<file path="src/rtl/lpad_pkg.sv">
package lpad_pkg;
  localparam int CLS_W = 4;

  typedef enum logic [CLS_W-1:0] {
    CLS_OTHER   = 4'd0,
    CLS_PAD_ID  = 4'd1,
    CLS_PAD_GW  = 4'd2,
    CLS_PAD_PA  = 4'd3,
    CLS_BRL_X   = 4'd4,
    CLS_BRL_XN  = 4'd5,
    CLS_BR_X    = 4'd6,
    CLS_BR_XN   = 4'd7,
    CLS_LD_REG  = 4'd8,
    CLS_LD_LIT  = 4'd9,
    CLS_LD_IMM  = 4'd10,
    CLS_LDM_INC = 4'd11,
    CLS_LDM_DEC = 4'd12,
    CLS_MOV_PC  = 4'd13,
    CLS_RSV14   = 4'd14,
    CLS_RSV15   = 4'd15
  } lpad_cls_e;

  typedef enum logic [1:0] {
    CAUSE_NONE   = 2'b00,
    CAUSE_INVST  = 2'b01
  } lpad_cause_e;
endpackage

</file>
<file path="src/rtl/lpad_classify.sv">
module lpad_classify
  import lpad_pkg::*;
#(
  parameter int REG_W  = 4,
  parameter int LR_NUM = 14,
  parameter int SP_NUM = 13
) (
  input  logic [CLS_W-1:0] cls_i,
  input  logic             wr_pc_i,
  input  logic [REG_W-1:0] reg_i,
  input  logic             wback_i,
  output logic             is_pad_o,
  output logic             sets_o
);
  localparam logic [REG_W-1:0] LR_IDX = REG_W'(LR_NUM);
  localparam logic [REG_W-1:0] SP_IDX = REG_W'(SP_NUM);

  lpad_cls_e cls;
  logic      not_lr;
  logic      base_ok;

  assign cls     = lpad_cls_e'(cls_i);
  assign not_lr  = (reg_i != LR_IDX);
  // SP base only qualifies without write-back
  assign base_ok = (reg_i != SP_IDX) || !wback_i;

  always_comb begin
    is_pad_o = 1'b0;
    sets_o   = 1'b0;
    unique case (cls)
      CLS_PAD_ID, CLS_PAD_GW, CLS_PAD_PA: is_pad_o = 1'b1;
      CLS_BRL_X, CLS_BRL_XN:              sets_o   = 1'b1;
      CLS_BR_X, CLS_BR_XN:                sets_o   = not_lr;
      CLS_LD_REG, CLS_LD_LIT:             sets_o   = wr_pc_i;
      CLS_LD_IMM, CLS_LDM_INC,
      CLS_LDM_DEC:                        sets_o   = wr_pc_i && base_ok;
      default:                            sets_o   = 1'b0;
    endcase
  end
endmodule

</file>
<file path="src/rtl/lpad_check.sv">
module lpad_check
  import lpad_pkg::*;
(
  input  logic        valid_i,
  input  logic        enable_i,
  input  logic        flag_i,
  input  logic        is_pad_i,
  output logic        fault_o,
  output lpad_cause_e cause_o
);
  assign fault_o = valid_i && enable_i && flag_i && !is_pad_i;
  assign cause_o = fault_o ? CAUSE_INVST : CAUSE_NONE;
endmodule

</file>
<file path="src/rtl/lpad_flag.sv">
module lpad_flag (
  input  logic clk_i,
  input  logic rst_ni,
  input  logic clear_i,
  input  logic valid_i,
  input  logic fault_i,
  input  logic sets_i,
  output logic flag_o
);
  logic flag_d, flag_q;

  always_comb begin
    flag_d = flag_q;
    if (clear_i)                 flag_d = 1'b0;
    else if (valid_i && !fault_i) flag_d = sets_i;
  end

  always_ff @(posedge clk_i or negedge rst_ni) begin
    if (!rst_ni) flag_q <= 1'b0;
    else         flag_q <= flag_d;
  end

  assign flag_o = flag_q;
endmodule

</file>
<file path="src/rtl/lpad_guard.sv">
module lpad_guard
  import lpad_pkg::*;
#(
  parameter int REG_W  = 4,
  parameter int LR_NUM = 14,
  parameter int SP_NUM = 13
) (
  input  logic             clk_i,
  input  logic             rst_ni,
  input  logic             enable_i,
  input  logic             exc_clear_i,
  input  logic             valid_i,
  input  logic [3:0]       cls_i,
  input  logic             wr_pc_i,
  input  logic [REG_W-1:0] reg_i,
  input  logic             wback_i,
  output logic             flag_o,
  output logic             fault_o,
  output logic [1:0]       cause_o,
  output logic             suppress_o
);
  logic        is_pad, sets, fault, flag;
  lpad_cause_e cause;

  lpad_classify #(
    .REG_W (REG_W),
    .LR_NUM(LR_NUM),
    .SP_NUM(SP_NUM)
  ) u_cls (
    .cls_i   (cls_i),
    .wr_pc_i (wr_pc_i),
    .reg_i   (reg_i),
    .wback_i (wback_i),
    .is_pad_o(is_pad),
    .sets_o  (sets)
  );

  lpad_check u_chk_logic (
    .valid_i (valid_i),
    .enable_i(enable_i),
    .flag_i  (flag),
    .is_pad_i(is_pad),
    .fault_o (fault),
    .cause_o (cause)
  );

  lpad_flag u_flag (
    .clk_i  (clk_i),
    .rst_ni (rst_ni),
    .clear_i(exc_clear_i),
    .valid_i(valid_i),
    .fault_i(fault),
    .sets_i (sets),
    .flag_o (flag)
  );

  assign flag_o     = flag;
  assign fault_o    = fault;
  assign suppress_o = fault;
  assign cause_o    = cause;
endmodule

</file>
<file path="config.mk">
export PLATFORM = sky130hd
export DESIGN_NAME = lpad_guard
export DESIGN_NICKNAME = d
export VERILOG_FILES = /design/src/rtl/lpad_pkg.sv /design/src/rtl/lpad_classify.sv /design/src/rtl/lpad_check.sv /design/src/rtl/lpad_flag.sv /design/src/rtl/lpad_guard.sv
export SDC_FILE = /design/constraint.sdc
export NUM_CORES = 1
export LEC_CHECK = 0
export ABC_CLOCK_PERIOD_IN_PS = 1100
export BUFFER_PORTS_ARGS = -buffer_cell sky130_fd_sc_hd__clkbuf_2
export CORE_AREA = 4 4 41 43
export CTS_CLUSTER_SIZE = 16
export DETAILED_ROUTE_END_ITERATION = 10
export DIE_AREA = 0 0 45 47
export PLACE_DENSITY = 0.38
export SETUP_SLACK_MARGIN = 0.2
export SYNTH_ARGS = -nofsm -noshare
export SYNTH_HDL_FRONTEND = slang
export SYNTH_SLANG_ARGS = --single-unit
export TNS_END_PERCENT = 100
</file>
<file path="constraint.sdc">
create_clock -name clk_i -period 1.1 [get_ports clk_i]
set_input_delay 0.22 -clock clk_i [delete_from_list [all_inputs] [get_ports clk_i]]
set_output_delay 0.22 -clock clk_i [all_outputs]
set_load 0.05 [all_outputs]
</file>
==> flow_summary.json <==
{
  "ioPinCount": 20,
  "synth_warnings": 0,
  "r2r_end": "u_flag.flag_o$_DFFE_PN0P_",
  "antenna_left": 0,
  "finalPower_mw": 0.151,
  "synth_nets": 35,
  "wirelength_um": 496,
  "ys_types": 16,
  "crit_fanout": 4,
  "cp-start-kind": "primary input",
  "area_growth_pct": 133,
  "final_core_util": 0.253,
  "critPathLaunch": "cls_i[2]",
  "grt_pass1_wl_um": 821,
  "dieArea_mm2": 0.00212,
  "crit_required_ns": 0.88,
  "status": "completed",
  "final_cell_mix": "clkbuf_2, clkbuf_8, buf_4",
  "path_clk_slew_ns": 0,
  "hold_viol": 0,
  "vias": 207,
  "grt_pass1_vias": 215,
  "die_x_um": 45,
  "ys_seq_elements": 1,
  "peakVddDrop_mv": 0.153,
  "nets": 57,
  "io_buffers": 18,
  "synth_seq_area_share": 0.177,
  "wl_per_cell_um": 9.02,
  "fmaxAchievable_mhz": 915,
  "antenna_found_initial": 0,
  "drt_iter0_markers": 1,
  "synth.avg_cell_area_um2": 7.07,
  "reg2reg_from": "u_flag.flag_o$_DFFE_PN0P_",
  "syn_area_um2": 141,
  "final_common_cell": "clkbuf_2",
  "maxCapViolCount": 0,
  "grt_remaining_overflow": 0,
  "tns_ns": 0,
  "r2r_setup_slack_ns": 0.03,
  "die_y_um": 47,
  "period_minus_slack_ns": 1.09,
  "worstHoldPathType": "primary input to flip-flop",
  "endpoint": "cause_o[0]",
  "reg2regPathDepth": 4,
  "fin_ws_ns": 0.00672,
  "setup_viol": 0,
  "cp-end-kind": "output pin",
  "hp-start": "exc_clear_i",
  "cp_data_arrival_time_ns": 0.87,
  "largest_reg_flops": 1,
  "drv_slew": 0,
  "worstSkewPairLatency_ns": 0,
  "powerDensity_mw_per_mm2": 460,
  "first_pass_iters": 2,
  "vias_per_cell": 3.76,
  "fp-row-count": 13,
  "syn_inst": 20,
  "drc_errors": 0,
  "initial_core_util": 0.109,
  "hpwl_um": 456,
  "drive_gt1_frac": 0.675,
  "worstSetupPathType": "primary input to output pin",
  "finalCritPeriodShare": 0.994,
  "finalClockSkew_ns": 0,
  "track_usage": 0.0489,
  "gp_congestion": 0.731,
  "grt_max_degree": 5,
  "coreArea_mm2": 0.00130,
  "n_antenna_cell": 0,
  "pre_cts_ws_ns": -0.0589,
  "leakage_nw": 0.163,
  "grt_setup_unrepaired": "yes"
}
[worst min-delay path by stage]
stage / endpoint / slack, ns / cells past startpoint
final: u_flag.flag_o$_DFFE_PN0P_ / 0.37 / 2
after global routing: u_flag.flag_o$_DFFE_PN0P_ / 0.39 / 2
after CTS: u_flag.flag_o$_DFFE_PN0P_ / 0.38 / 2
after detailed placement: u_flag.flag_o$_DFFE_PN0P_ / -0.003 / 1
after global placement: u_flag.flag_o$_DFFE_PN0P_ / -0.002 / 1
after floorplan: u_flag.flag_o$_DFFE_PN0P_ / -0.08 / 0
[timing repair]
action	in CTS	in global routing
hold buffers	1	0
gates resized for setup	8	2
pin swaps	0	2
buffers inserted	0	1
endpoints found under the setup margin	4	4
hold endpoints to repair	1	0
[through the flow]
| step | instance area (µm²) | std cells | hold WS, ns |
|---|---|---|---|
| 6_report | 329 | 55 | 0.375 |
| 5_1_grt | 329 | 55 | 0.392 |
| 3_5_place_dp | 259 | 53 | -0.00269 |
| 4_1_cts | 310 | 54 | 0.378 |
| 3_3_place_gp | 259 | 53 | -0.00237 |
| 2_1_floorplan | 158 | 20 | -0.0756 |
[power by group]
| group | internal (mW) | total, mW | switching (mW) | leakage [nW] |
|---|---|---|---|---|
| Combinational | 0.0519 | 0.109 | 0.0570 | 0.151 |
| Sequential | 0.0406 | 0.0424 | 0.00181 | 0.0117 |
| Clock | 0 | 0 | 0 | 0 |
[cells by family after synthesis]
| logic type | synth area share |
|---|---|
| compound gates | 0.274 |
| buf+inv | 0.186 |
| flops | 0.177 |
| other cells | 0.0265 |
| simple gates | 0.336 |
[Yosys cell counts, drive strengths merged]
cell type / count / area (µm²)
buf: 3 / 22.5
nand2: 2 / 7.51
nor2: 2 / 7.51
a21oi: 1 / 5.00
a311oi: 1 / 8.76
a31oi: 1 / 6.26
and3: 1 / 6.26
and3b: 1 / 8.76
conb: 1 / 3.75
dfrtp: 1 / 25.0
inv: 1 / 3.75
nand3: 1 / 5.00
nand4: 1 / 6.26
o2111ai: 1 / 8.76
o31a: 1 / 10.0
or2: 1 / 6.26
[area by class of cell]
class / count / area, µm²
fill: 156 / 972
inverter: 1 / 3.75
multi-input combinational: 15 / 115
sequential: 1 / 26.3
tap: 15 / 18.8
timing repair buffer: 23 / 165
[critical path, stage by stage]
cell,delay (ns)
clkbuf_2,0.09
o31a_4,0.37
clkbuf_8,0.18
[per-layer routing]
layer	up-vias	GRT usage	part of all wire
met1	86	0.0677	0.38
met2	11	0.0847	0.52
met4	0	0	0
met3	0	0.00766	0.11
li1	110	-	-
met5	-	0	0
(Power assumes the default switching activity.)
